`src/rtl/cfg_seq_pkg.sv`:
```
package cfg_seq_pkg;

    typedef enum logic [2:0] {
        ST_WAIT   = 3'd0,
        ST_STREAM = 3'd1,
        ST_DONE   = 3'd2,
        ST_TRAIL  = 3'd3,
        ST_IDLE   = 3'd4
    } seq_state_e;

    function automatic logic is_finished(input seq_state_e st);
        return (st == ST_DONE) || (st == ST_TRAIL) || (st == ST_IDLE);
    endfunction

endpackage

```
`src/rtl/cfg_bit_store.sv`:
```
module cfg_bit_store #(
    parameter int unsigned DEPTH = 256,
    parameter int unsigned AW    = 8
) (
    input  logic          clk,
    input  logic          wr_en_i,
    input  logic [AW-1:0] wr_addr_i,
    input  logic          wr_bit_i,
    input  logic [AW-1:0] rd_addr_i,
    output logic          rd_bit_o
);
    logic [DEPTH-1:0] mem_d, mem_q;

    always_comb begin
        mem_d = mem_q;
        if (wr_en_i && (32'(wr_addr_i) < DEPTH)) begin
            mem_d[wr_addr_i] = wr_bit_i;
        end
    end

    always_ff @(posedge clk) begin
        mem_q <= mem_d;
    end

    assign rd_bit_o = mem_q[rd_addr_i];
endmodule

```
`src/rtl/cfg_clk_div.sv`:
```
module cfg_clk_div #(
    parameter int unsigned HALF = 4
) (
    input  logic clk,
    input  logic rst_n,
    input  logic en_i,
    output logic phase_o,
    output logic rise_o
);
    localparam int unsigned CW = (HALF > 1) ? $clog2(HALF) : 1;
    localparam logic [CW-1:0] CMAX = CW'(HALF - 1);

    typedef struct packed {
        logic [CW-1:0] cnt;
        logic          ph;
    } div_t;

    div_t d, q;

    always_comb begin
        d = q;
        if (!en_i) begin
            d.cnt = '0;
            d.ph  = 1'b0;
        end else if (q.cnt == CMAX) begin
            d.cnt = '0;
            d.ph  = ~q.ph;
        end else begin
            d.cnt = q.cnt + 1'b1;
        end
    end

    always_ff @(posedge clk or negedge rst_n) begin
        if (!rst_n) q <= '0;
        else        q <= d;
    end

    assign phase_o = q.ph;
    assign rise_o  = en_i && (q.cnt == CMAX) && !q.ph;
endmodule

```
`src/rtl/cfg_edge_sync.sv`:
```
module cfg_edge_sync (
    input  logic clk,
    input  logic rst_n,
    input  logic pin_i,
    output logic rise_o
);
    typedef struct packed {
        logic s1;
        logic s2;
        logic s3;
    } sync_t;

    sync_t d, q;

    always_comb begin
        d.s1 = pin_i;
        d.s2 = q.s1;
        d.s3 = q.s2;
    end

    always_ff @(posedge clk or negedge rst_n) begin
        if (!rst_n) q <= '0;
        else        q <= d;
    end

    assign rise_o = q.s2 && !q.s3;
endmodule

```
`src/rtl/cfg_stream_seq.sv`:
```
module cfg_stream_seq
    import cfg_seq_pkg::*;
#(
    parameter int unsigned DEPTH        = 256,
    parameter int unsigned HALF_PERIOD  = 4,
    parameter int unsigned TRAIL_CLKS   = 16,
    parameter int unsigned DONE_TIMEOUT = 1000,
    parameter int unsigned POR_CYCLES   = 16,
    localparam int unsigned AW = (DEPTH > 1) ? $clog2(DEPTH) : 1
) (
    input  logic          clk,
    input  logic          rst_n,
    input  logic          wr_en_i,
    input  logic [AW-1:0] wr_addr_i,
    input  logic          wr_bit_i,
    input  logic          hold_pol_i,
    input  logic          hold_i,
    input  logic          sel_n_i,
    input  logic          bclk_i,
    output logic          bclk_o,
    output logic          bclk_oe_o,
    output logic          bit_o,
    output logic          bit_oe_o,
    output logic          chain_n_o,
    output logic          rdy_o,
    output logic          fault_o
);
    localparam int unsigned TW = $clog2(TRAIL_CLKS + 1);
    localparam int unsigned MW = $clog2(DONE_TIMEOUT + 1);
    localparam int unsigned PW = $clog2(POR_CYCLES + 1);
    localparam logic [AW-1:0] LAST_ADDR = AW'(DEPTH - 1);
    localparam logic [TW-1:0] TRAIL_END = TW'(TRAIL_CLKS);
    localparam logic [MW-1:0] TMO_END   = MW'(DONE_TIMEOUT - 1);
    localparam logic [PW-1:0] POR_END   = PW'(POR_CYCLES - 1);

    typedef struct packed {
        seq_state_e    st;
        logic [AW-1:0] addr;
        logic          head;
        logic          fault;
        logic [TW-1:0] trail;
        logic [MW-1:0] tmo;
        logic [PW-1:0] por;
        logic          por_done;
    } ctl_t;

    ctl_t d, q;

    logic in_hold, gen_en, gen_phase, gen_rise, ext_rise, tick, rd_bit;

    cfg_bit_store #(.DEPTH(DEPTH), .AW(AW)) i_store (
        .clk       (clk),
        .wr_en_i   (wr_en_i),
        .wr_addr_i (wr_addr_i),
        .wr_bit_i  (wr_bit_i),
        .rd_addr_i (q.addr),
        .rd_bit_o  (rd_bit)
    );

    cfg_clk_div #(.HALF(HALF_PERIOD)) i_div (
        .clk     (clk),
        .rst_n   (rst_n),
        .en_i    (gen_en),
        .phase_o (gen_phase),
        .rise_o  (gen_rise)
    );

    cfg_edge_sync i_sync (
        .clk    (clk),
        .rst_n  (rst_n),
        .pin_i  (bclk_i),
        .rise_o (ext_rise)
    );

    always_comb begin
        in_hold = !q.por_done || (hold_i == hold_pol_i);
        gen_en  = !in_hold && q.head &&
                  (((q.st == ST_STREAM) && !sel_n_i) ||
                   ((q.st == ST_TRAIL) && ((q.trail != TRAIL_END) || gen_phase)));
        tick    = q.head ? gen_rise : ext_rise;
    end

    always_comb begin
        d = q;
        if (!q.por_done) begin
            if (q.por == POR_END) d.por_done = 1'b1;
            else                  d.por      = q.por + 1'b1;
        end
        if (in_hold) begin
            d.st    = ST_WAIT;
            d.addr  = '0;
            d.fault = 1'b0;
            d.trail = '0;
            d.tmo   = '0;
            d.head  = !sel_n_i;
        end else begin
            unique case (q.st)
                ST_WAIT: begin
                    if (sel_n_i && q.head) d.fault = 1'b1;
                    if (!sel_n_i)          d.st    = ST_STREAM;
                end
                ST_STREAM: begin
                    if (sel_n_i) begin
                        if (q.head) d.fault = 1'b1;
                        d.st = ST_WAIT;
                    end else if (tick) begin
                        if (q.addr == LAST_ADDR) d.st   = ST_DONE;
                        else                     d.addr = q.addr + 1'b1;
                    end
                end
                ST_DONE: begin
                    if (sel_n_i) begin
                        d.st = q.head ? ST_TRAIL : ST_IDLE;
                    end else if (q.head) begin
                        if (q.tmo == TMO_END) d.fault = 1'b1;
                        else                  d.tmo   = q.tmo + 1'b1;
                    end
                end
                ST_TRAIL: begin
                    if (tick) d.trail = q.trail + 1'b1;
                    if ((q.trail == TRAIL_END) && !gen_phase) d.st = ST_IDLE;
                end
                default: d.st = ST_IDLE;
            endcase
        end
    end

    always_ff @(posedge clk or negedge rst_n) begin
        if (!rst_n) begin
            q       <= '0;
            q.st    <= ST_WAIT;
        end else begin
            q <= d;
        end
    end

    always_comb begin
        bit_oe_o  = !in_hold && !sel_n_i && !is_finished(q.st);
        bit_o     = bit_oe_o && rd_bit;
        chain_n_o = in_hold || !is_finished(q.st);
        bclk_o    = q.head && gen_phase;
        bclk_oe_o = q.head;
        rdy_o     = q.por_done;
        fault_o   = q.fault;
    end
endmodule

```
`config.mk`:
```
export PLATFORM = sky130hd
export DESIGN_NAME = cfg_stream_seq
export DESIGN_NICKNAME = d
export VERILOG_FILES = /design/src/rtl/cfg_seq_pkg.sv /design/src/rtl/cfg_bit_store.sv /design/src/rtl/cfg_clk_div.sv /design/src/rtl/cfg_edge_sync.sv /design/src/rtl/cfg_stream_seq.sv
export SDC_FILE = /design/constraint.sdc
export NUM_CORES = 1
export LEC_CHECK = 0
export BUFFER_PORTS_ARGS = -buffer_cell sky130_fd_sc_hd__buf_2
export CAP_MARGIN = 40
export CORE_MARGIN = 4
export CORE_UTILIZATION = 30
export CTS_CLUSTER_DIAMETER = 60
export DETAILED_ROUTE_END_ITERATION = 8
export GPL_TIMING_DRIVEN = 0
export PLACE_DENSITY = 0.46
export SETUP_SLACK_MARGIN = 0.2
export SLEW_MARGIN = 20
export SYNTH_ARGS = -nofsm -noshare
export SYNTH_HDL_FRONTEND = slang
export SYNTH_SLANG_ARGS = --single-unit
```
`constraint.sdc`:
```
create_clock -name clk -period 5.2 [get_ports clk]
set_input_delay 0.78 -clock clk [delete_from_list [all_inputs] [get_ports clk]]
set_output_delay 0.78 -clock clk [all_outputs]
set_load 0.005 [all_outputs]
```
# Word level (Yosys, flattened, before mapping)
# Index checks and enable logic that the tools add are counted.
[totals] register_bits=296 latch_bits=0 mem_bits_rw=0 mem_bits_ro=0 inputBits=16 out_inout_bits=7 wordCells=127 memories=0
[classes] add_sub_neg=5 n_mul=0 n_div=0 order_cmp=3 eq_ne=26 shifts=0 n_mux=37 bitwise_logic=3 n_reduce_logical=39
[op_table] op="$bwmux 256" count=1
[op_table] op="$mux 10" count=4
[op_table] op="$ne 3x3->1 const B" count=9
[op_table] op="$mux 8" count=3
[op_table] op="$mux 11" count=2
[op_table] op="$mux 3" count=7
[op_table] op="$lt 8x9->1 const B" count=2
[op_table] op="$mux 16" count=1
[op_table] op="$logic_and 1x1->1" count=14
[op_table] op="$mux 1" count=12
[op_table] op="$pmux 3 s4" count=1
[op_table] op="$add 10x1->10 const B" count=1
[op_table] op="$add 5x1->5 const B" count=2
[op_table] op="$eq 10x10->1 const B" count=1
[op_table] op="$mux 5" count=2
[op_table] op="$reduce_bool 2->1" count=5
[op_table] op="$add 8x1->8 const B" count=1
[op_table] op="$bmux 1 s8" count=1
[op_table] op="$demux 1 s8" count=1
[op_table] op="$eq 8x8->1 const B" count=1
[op_table] op="$ge 8x1->1 const B" count=1
[op_table] op="$reduce_and 4->1" count=2
[op_table] op="$reduce_and 7->1" count=1
[op_table] op="$eq 3x2->1 const B" count=2
[op_table] op="21 further kinds" count=36

# Longest topological paths before layout
# Gate-level depths: netlist of the first run.
[logic_depth] word_depth=12 mapped_depth=11 mapped_depth_nobuf=8

# By module
# From an unflattened synthesis of the first run, not the netlist that was laid out.
[unflattened] cells_unflattened=1007 hier_area_um2=13321.5
[modules_own_cells] module="cfg_bit_store" instances=1 cells_per_inst=788 area_each_um2=11202.0 seq_area_each_um2=7687.4
[modules_own_cells] module="cfg_stream_seq" instances=1 cells_per_inst=206 area_each_um2=1904.3 seq_area_each_um2=850.8
[modules_own_cells] module="cfg_clk_div" instances=1 cells_per_inst=9 area_each_um2=126.4 seq_area_each_um2=75.1
[modules_own_cells] module="cfg_edge_sync" instances=1 cells_per_inst=4 area_each_um2=88.8 seq_area_each_um2=75.1

# Least setup slack after synthesis of the first run
# Ideal clock, no wire load.
[synth_timing] kind="register -> output" startpoint="reg q[23] in the netlist's numbering" endpoint="out bit_o" arrival_ps=2088 required_time_ps=4420 setup_slack_ps=2332 stages_incl_launch_ff=9 path_buffers=3 cell_sequence="dfrtp_1 -> buf_2 -> buf_4 -> buf_2 -> mux4_2 -> a21oi_1 -> nor2_1 -> o21a_1 -> o311a_1"
[synth_via] elab_chain_cells=3
[synth_lines] element="from (decl)" line_no="cfg_stream_seq.sv:47" rtl="ctl_t d, q;"
[synth_lines] element="$bmux 1 s8" line_no="cfg_bit_store.sv:25" rtl="assign rd_bit_o = mem_q[rd_addr_i];"
[synth_lines] element="$mux 1 (not written as such)" line_no="cfg_bit_store.sv:25"
[synth_lines] element="$logic_and 1x1->1" line_no="cfg_stream_seq.sv:139" rtl="bit_o = bit_oe_o && rd_bit;"
[synth_lines] element="to (decl)" line_no="cfg_stream_seq.sv:22" rtl="output logic bit_o,"
# Every way passes these cells. The select of a mux whose other input is x is not followed.

# Worst setup path after layout of the first run
[layout_timing] startpoint="reg q[24] in the netlist's numbering" endpoint="out bit_o"
# The elaborated chain is that of the path after synthesis.

==> out/results.ini, run 1 <==
[run_status]
outcome = completed

[synthesis]
synth_compound_area_share_pct = 3.598
synth_most_common_cell = nor2_1
synth_xor_area_share_pct = 1.595
synth_top_area_cell = edfxtp_1
synth_fa_ha_area_share_pct = 0.6645
synth_seq_cells = 296
muxShareOfSynthArea_pct = 12.03
yosys.area_share.simple_pct = 13.68
yosys-top-cells-count = 295 x nor2_1, 256 x edfxtp_1, 48 x nand2_1
synth_top_area_share_pct = 58.32
ys_seq_area_share_pct = 65.91
syn_inst = 1001
synth_flop_cell = edfxtp_1
synth_top_family_by_area = simple AND/OR/NAND/NOR gates
ys.warnings.count = 0
ys_top_cells_by_area = edfxtp_1 58%, nor2_1 8.4%, mux4_2 7.7%
synth_edf_count = 256
syn_area_mm2 = 0.01318
yosys.cell_types.count = 53
async_flop_share_pct = 13.51
synth.net_count = 1024
avgSynthCellArea_um2 = 13.17

[global_route]
grt_pass1_wl_mm = 52.18
globalRouteOverflowTotal = 0
grt_antenna_before_repair = 0
grt_pass1_vias = 8278
grt_start_max_net_pins = 147
grt_usage_pct = 14.66

[floorplanning]
start_util_pct = 30.47
rows = 76
ios = 23
die_area_mm2 = 0.04736
die_y_um = 217.6
chipWidth_um = 217.6
core_area_mm2 = 0.04327

[clock_tree]
clkLatencyLatePin_ns = 0.53
cts_hold_buf = 0
cts_made_buffers = 35
htreeDepth = 2
ctsRootBufferMaster = clkbuf_16
cts_sinks = 296
clkSlewWorstSetupHoldPaths_ns = 0.05
tritoncts = yes
cts_setup_buffers = 0
cts_buffer_depth = 3
ctsResizeCount = 0

[drt]
via_count = 8132
drt_pre_antenna_iters = 5
drt_drc_violations_left = 0
drt_wl_total_mm = 34.27
wire_per_inst_um = 20.51
viasPerCell = 4.867
drt-initial-drc-count = 717
drtAntennaViolNets = 0

[layout]
nNetsFinal = 1089
area_growth_pct = 15.07
layout-drive-gt1-share_pct = 14.18
stdcell_area_mm2 = 0.01517
n_antenna_cell = 0

[power_and_ir_drop]
p_leak_uw = 0.004625
peakVddDrop_v = 0.0002083
power_density_mw_per_mm2 = 340.5
finalPower_uw = 5165

[critical_path]
worst_setup_path_end_kind = primary output
critPathArrivalTime_ns = 3.70
cp.required_ns = 4.42
cp_slowest_cell = clkbuf_1
crit_chain = buf_2 -> nand3b_1 -> clkbuf_1 -> o221ai_1 -> a21oi_1 -> o21ai_0 -> a21oi_1 -> nor4_1 -> o311a_1 -> buf_2
critical_path.max_fanout = 10
cp-start-kind = register
cpPeakStageDelay_ns = 0.65
critPathKind = register to primary output

[placed_design]
placedInstanceArea_mm2 = 0.01412
hpwl_mm = 22.43
routabilityCongestion = 0.7833
place.port_buffers = 22

[timing]
slew_headroom_pct = 47.83
setup_viol = 0
final_hold_viol_count = 0
tns_ns = 0
rsz0062_at_grt = no
maxSlewViolCount = 0
fin_worst_skew_ns = 0.01112
worst_pin_slew_ns = 0.7826
period_share_pct = 86.19
fin_crit_ns = 4.482
clock.fmax_mhz = 223.1

[worst_hold_path]
min_path_type = input port to asynchronous set/reset pin

[flow_run]
cap_violations = 0

[critical path: cells and delay by family, from the launching register on]
| kind | cells | cell delay, ns |
|---|---|---|
| AO/OA/AOI/OAI | 5 | 1.18 |
| buffers and inverters | 3 | 1.06 |
| AND/OR/NAND/NOR | 2 | 0.52 |
| flip-flops | 1 | 0.41 |
[final timing paths]
kind | start | end | slack, ns | depth (start not counted)
min | rst_n | q[11] | 0.20 | 1
min reg2reg | i_sync.d[1] | i_sync.d[0] | 0.35 | 0
max | q[24] | bit_o | 0.72 | 10
max reg2reg | q[16] | q[30] | 2.78 | 9
min in group clk | i_sync.d[1] | i_sync.d[0] | 0.35 | 0
max in group asynchronous | rst_n | i_sync.q[0] | 4.52 | 2
[metal layers]
metal	vias up	wire length, µm	track usage, %
met5	-	0	0
met4	0	554	3.371
met3	41	1801	2.647
met2	196	16550	24.33
met1	4141	15370	20.16
li1	3754	-	-
[cells in the final DEF, fill, tap and decap left out, types with 4 or more instances in the layout]
| cell type | Yosys | final |
|---|---|---|
| a211oi_1 | 6 | 6 |
| a21oi_1 | 11 | 11 |
| and2_1 | 5 | 5 |
| and3_1 | 5 | 5 |
| buf_2 | 11 | 34 |
| buf_4 | 4 | 4 |
| clkbuf_1 | 47 | 50 |
| clkbuf_16 | 0 | 35 |
| clkinv_1 | 0 | 4 |
| clkinv_2 | 0 | 8 |
| dfrtp_1 | 40 | 40 |
| edfxtp_1 | 256 | 256 |
| ha_1 | 7 | 7 |
| inv_1 | 13 | 13 |
| mux2_2 | 9 | 9 |
| mux2i_1 | 47 | 47 |
| mux4_2 | 45 | 45 |
| nand2_1 | 48 | 48 |
| nand2b_1 | 8 | 8 |
| nand3_1 | 15 | 15 |
| nand4_1 | 7 | 7 |
| nor2_1 | 295 | 295 |
| nor2b_1 | 8 | 8 |
| nor3_1 | 19 | 19 |
| nor3b_1 | 4 | 4 |
| o21ai_0 | 13 | 13 |
| o221ai_1 | 6 | 6 |
| o22ai_1 | 12 | 12 |
| xnor2_1 | 12 | 12 |
| xor2_1 | 12 | 12 |
[logic make-up (layout without fill, tap and decap cells)]
kind of cell | after synthesis | in the layout
xor+xnor | 24 | 24
mux | 101 | 101
buf+inv | 79 | 164
fa+ha+maj | 7 | 7
flops | 296 | 296
simple gates | 426 | 426
compound gates | 68 | 68
[layout make-up]
| type | instances | area [µm²] |
|---|---|---|
| fill | 4273 | 28100 |
| sequential | 296 | 8688 |
| multi-input combinational | 626 | 4160 |
| clock buffer | 38 | 887.1 |
| tap | 585 | 732.0 |
| buffer | 66 | 285.3 |
| timing repair buffer | 28 | 210.2 |
| clock inverter | 19 | 156.4 |
| inverter | 13 | 48.80 |
[state kept, by name (all words and copies together), names as in the netlist]
name           flops
i_sync.d           2
bclk_oe_o          1
i_div.q            2
q                 31
i_div.phase_o      1
i_store.mem_q    256
fault_o            1
rdy_o              1
i_sync.q           1
[metrics by stage]
| step | std cells | hold WS (ns) | worst slack, ns | util, % |
|---|---|---|---|---|
| 4_1_cts | 1671 | 0.1916 | 0.7159 | 35.06 |
| 2_1_floorplan | 1001 | 0.3312 | 2.332 | - |
| 3_3_place_gp | 1608 | 0.3387 | 0.7048 | 32.41 |
| 6_report | 1671 | 0.1960 | 0.7183 | 35.06 |
| 5_1_grt | 1671 | 0.2125 | 0.5409 | 35.06 |
| 3_5_place_dp | 1614 | 0.3427 | 1.304 | 32.65 |
[power breakdown]
group / total [µW] / internal, µW / switching [µW] / leakage [µW]
clock: 2310 / 1330 / 984 / 0.000515
sequential: 2610 / 2600 / 13.6 / 0.00282
combinational: 241 / 75.0 / 166 / 0.00129
No activity file was read; power rests on OpenSTA's default activity.
==> run 2, diff against run 1 <==
- ABC_AREA: default -> 1
==> out/results.ini, run 2 <==
[critical_path]
r2r_setup_slack_ns = 3.16
critPathArrivalTime_ns = 3.31
cp-start-kind = register
cp.required_ns = 4.42
critical_path.max_fanout = 10
worst_setup_path_end_kind = primary output
critPathKind = register to primary output

[layout]
area_growth_pct = 14.74
nNetsFinal = 1642
largest_reg_flops = 256
final_cell_mix = 404 x nor2_1, 348 x nand2_1, 256 x edfxtp_1
reg_top3 = i_store.mem_q (256), q (31)
n_antenna_cell = 0
layout-drive-gt1-share_pct = 8.399
top_register = i_store.mem_q
final_common_cell = nor2_1

[power_and_ir_drop]
p_leak_uw = 0.005882
peakVddDrop_v = 0.0002680
power_density_mw_per_mm2 = 397.0

[clock_tree]
ctsResizeCount = 0
cts_sinks = 296
cts_setup_buffers = 0
cts_hold_buf = 0
clkLatencyLatePin_ns = 0.53
cts_made_buffers = 37
cts_buffer_depth = 3
ctsRootBufferMaster = clkbuf_16
tritoncts = yes
clkSlewWorstSetupHoldPaths_ns = 0.06
htreeDepth = 2

[timing]
fin_worst_skew_ns = 0.008949
slew_headroom_pct = 42.21
maxSlewViolCount = 0
rsz0062_at_grt = no
hold_ws_ns = 0.1743
tns_ns = 0
fin_crit_ns = 4.093
period_share_pct = 78.72
clock.fmax_mhz = 244.3
worst_pin_slew_ns = 0.8668
setup_viol = 0
final_hold_viol_count = 0

[floorplanning]
chipWidth_um = 224.4
start_util_pct = 30.23
core_area_mm2 = 0.04646
die_y_um = 224.4
die_area_mm2 = 0.05034
rows = 79
ios = 23

[placed_design]
routabilityCongestion = 0.8334
place.port_buffers = 21
hpwl_mm = 28.88

[global_route]
globalRouteOverflowTotal = 0
grt_start_max_net_pins = 145
grt_pass1_vias = 10487
grt_pass1_wl_mm = 66.10
grt_antenna_before_repair = 1
grt_usage_pct = 17.62

[synthesis]
ys_top_cells_by_area = edfxtp_1 55%, nor2_1 11%, nand2_1 9.3%
yosys.cell_types.count = 37
synth.net_count = 1575
synth_edf_count = 256
synth_seq_cells = 296
async_flop_share_pct = 13.51
synth_top_area_cell = edfxtp_1
syn_inst = 1552
syn_area_mm2 = 0.01404
yosys-top-cells-count = 404 x nor2_1, 348 x nand2_1, 256 x edfxtp_1
ys_seq_area_share_pct = 61.86
ys.warnings.count = 0
avgSynthCellArea_um2 = 9.049
synth_top_area_share_pct = 54.73
synth_flop_cell = edfxtp_1
synth_most_common_cell = nor2_1

[drt]
via_count = 10940
drt_wl_total_mm = 44.74
drt_drc_violations_left = 0
drt_pre_antenna_iters = 5
drtAntennaViolNets = 0
wire_per_inst_um = 19.88
viasPerCell = 4.862
drt-initial-drc-count = 1071

[worst_hold_path]
min_path_type = input port to asynchronous set/reset pin

[run_status]
outcome = completed

[flow_run]
cap_violations = 0

==> run 2: cell types whose count changed in the layout (fill, tap and decap cells not counted), moves of 15 or more <==
cell / before / now
a21oi_1: 11 / 26
buf_2: 34 / 53
inv_1: 13 / 110
mux2i_1: 47 / 0
mux4_2: 45 / 0
nand2_1: 48 / 348
nand3_1: 15 / 147
nor2_1: 295 / 404
o21ai_0: 13 / 59
==> run 2: worst paths after layout <==
check | from | to | cells past startpoint
setup / recovery | q[23] | bit_o | 13
hold / removal | rst_n | q[23] | 1
setup reg to reg | rdy_o | q[16] | 6
hold reg to reg | i_sync.d[1] | i_sync.d[0] | 0
max in group asynchronous | rst_n | q[5] | 2
min in group clk | i_sync.d[1] | i_sync.d[0] | 0
==> run 2: logic make-up after synthesis <==
kind of cell,after synthesis,share of synthesized area (%)
XOR/XNOR,8,0.4989
adder cells (fa/ha/maj),7,0.6236
AO/OA/AOI/OAI,106,3.964
buffers and inverters,206,6.147
flip-flops,296,61.86
AND/OR/NAND/NOR,929,26.90
==> run 2: area by class of cell <==
type / instances / area, µm²
fill: 4814 / 30340
sequential: 296 / 8688
multi-input combinational: 1050 / 4493
clock buffer: 51 / 998.5
tap: 607 / 759.5
inverter: 116 / 435.4
buffer: 90 / 427.9
timing repair buffer: 28 / 222.7
clock inverter: 12 / 90.09
==> run 2: through the flow <==
step / area (µm²) / total power [µW] / util (%) / setup WS (ns) / std cells
2_1_floorplan: 14040 / 3436 / - / 2.638 / 1552
3_3_place_gp: 14910 / 4023 / 32.09 / 0.7236 / 2180
3_5_place_dp: 15020 / 4054 / 32.32 / 1.629 / 2186
4_1_cts: 16100 / 6452 / 34.66 / 1.034 / 2249
5_1_grt: 16120 / 6674 / 34.69 / 1.018 / 2250
6_report: 16120 / 6398 / 34.69 / 1.107 / 2250
==> run 2: critical path: stages, from the launching register on <==
cell      delay [ns]
dfrtp_1         0.38
buf_4           0.16
inv_2           0.06
buf_6           0.12
clkbuf_1        0.65
o21ai_0         0.23
nand3_1         0.13
nand3_1         0.12
nand2_1         0.11
nand3_1         0.17
nand3_1         0.17
nand3_1         0.15
a21oi_1         0.18
buf_2           0.14
==> run 2: per-layer routing <==
metal	part of all wire, %	wire (µm)	global-route usage, %	vias to the layer above
met1	45	20280	24.81	5340
met3	6.3	2796	2.832	70
met4	2.6	1170	4.684	0
met5	0	0	0	-
met2	46	20490	28.52	325
li1	-	-	-	5205
==> run 2: power by group <==
group          leakage (µW)  total (µW)  switching, µW  internal, µW
logic               0.00253        1380           1010           367
registers           0.00282        2640           24.1          2610
clock network      0.000531        2380            996          1390
total               0.00588        6400           2030          4370
==> run 3, diff against run 2 <==
- ABC_AREA: 1 -> 0
- clock period: 5.2 -> 4 ns (I/O delays scaled with it)
==> out/results.ini, run 3 (synthesis gave the netlist of run 1 again) <==
[placed_design]
dp_cells = 1614
routabilityCongestion = 0.7833
place_ws_ns = 0.2836
hpwl_mm = 22.43
place.port_buffers = 22

[timing]
worst_pin_slew_ns = 0.8343
fin_crit_ns = 3.675
rsz0062_at_grt = no
final_hold_viol_count = 0
clock.fmax_mhz = 272.1
fin_worst_skew_ns = 0.01157
period_share_pct = 91.88
slew_headroom_pct = 44.38
maxSlewViolCount = 0
setup_viol = 0
setup_slack_ns = 0.3246

[worst_hold_path]
min_path_type = input port to asynchronous set/reset pin

[layout]
largest_reg_flops = 256
reg_top3 = i_store.mem_q (256), q (31)
top_register = i_store.mem_q
final_cell_mix = 295 x nor2_1, 256 x edfxtp_1, 48 x nand2_1
n_antenna_cell = 0
fillers = 4253
instances_no_fill = 1677
area_growth_pct = 16.90
final_common_cell = nor2_1
nNetsFinal = 1095
layout-drive-gt1-share_pct = 15.93

[floorplanning]
rows = 76
chipWidth_um = 217.6
ios = 23
start_util_pct = 30.47
die_area_mm2 = 0.04736
die_y_um = 217.6
core_area_mm2 = 0.04327

[critical_path]
cp-start-kind = register
critPathArrivalTime_ns = 3.08
worst_setup_path_end_kind = primary output
cp.required_ns = 3.40
critPathKind = register to primary output
critical_path.max_fanout = 10

[power_and_ir_drop]
power_density_mw_per_mm2 = 436.9
p_leak_uw = 0.004716
peakVddDrop_v = 0.0002678
finalPower_uw = 6731

[drt]
drt-initial-drc-count = 736
drt_wl_total_mm = 34.50
drt_pre_antenna_iters = 5
wire_per_inst_um = 20.57
via_count = 8147
drtAntennaViolNets = 0
drt_drc_violations_left = 0
viasPerCell = 4.858

[global_route]
grt_start_max_net_pins = 147
grt_pass1_wl_mm = 52.11
grt_antenna_before_repair = 0
globalRouteOverflowTotal = 0
grt_usage_pct = 14.69
grt_pass1_vias = 8288

[clock_tree]
clkLatencyLatePin_ns = 0.53
clkSlewWorstSetupHoldPaths_ns = 0.06
tritoncts = yes
cts_made_buffers = 35
htreeDepth = 2
ctsRootBufferMaster = clkbuf_16
cts_sinks = 296
cts_buffer_depth = 3

[run_status]
outcome = completed

[flow_run]
cap_violations = 0

==> run 3: cell count changes in the layout (fill, tap and decap cells not counted), sizes merged, moves of 13 or more <==
cell	before	now
mux2i	0	47
nand2	353	48
clkbuf	99	86
a21oi	27	11
nand3	150	15
o21ai	74	13
nor2	405	295
inv	116	16
buf	70	52
mux4	0	45
==> run 3: layer usage <==
metal | track usage, % | share of wire (%)
met1 | 20.11 | 45
met2 | 24.29 | 48
met3 | 2.801 | 4.6
met4 | 3.519 | 1.6
met5 | 0 | 0
==> run 3: power breakdown <==
group	internal (µW)	leakage, µW	switching (µW)
Combinational	109	0.00138	219
Clock	1730	0.000515	1280
Sequential	3380	0.00282	17.4
Total	5210	0.00472	1520
==> run 3: metrics by stage <==
| step | TNS, ns | instance area, µm² | utilization, % | hold slack, ns |
|---|---|---|---|---|
| floorplan | 0 | 13180 | - | 0.3044 |
| global placement | -75.79 | 14020 | 32.41 | 0.3387 |
| detailed placement | 0 | 14120 | 32.65 | 0.3427 |
| CTS | 0 | 15290 | 35.34 | 0.01159 |
| global route | 0 | 15410 | 35.61 | 0.03246 |
| finish | 0 | 15410 | 35.61 | 0.01322 |
==> run 3: final timing paths <==
path,start,to,slack [ns],depth (start not counted)
setup / recovery,q[23],bit_o,0.32,10
min in group clk,bclk_i,i_sync.d[1],0.20,1
hold reg to reg,i_sync.d[1],i_sync.d[0],0.35,0
setup reg to reg,q[16],q[30],1.57,9
hold / removal,rst_n,q[11],0.01,1
max in group asynchronous,rst_n,i_sync.q[0],3.50,2
==> run 3: layout make-up <==
type	count	area, µm²	share of cell area, %
flip-flops and latches	296	8688	56.39
multi-input cells	626	4223	27.41
clock buffers	38	887.1	5.757
well taps	585	732.0	4.750
plain buffers	65	410.4	2.663
repair buffers	35	262.8	1.705
clock inverters	19	156.4	1.015
inverters	13	48.80	0.3167
==> run 3: worst max-delay path: stages (launching register included) <==
cell and delay (ns):
dfrtp_1 0.36, buf_4 0.19, buf_12 0.18, mux4_2 0.51, mux2i_1 0.25, o21ai_0 0.12
nor3_1 0.15, nor3_1 0.07, o21a_1 0.18, o311a_1 0.39, buf_2 0.15
==> run 3: timing repair <==
| item | in CTS | in global routing |
|---|---|---|
| setup buffers | 1 | 6 |
| gates resized for setup | 37 | 17 |
| setup endpoints to repair | 1 | 1 |
| hold buffers | 0 | 0 |
| pin swaps | 2 | 3 |
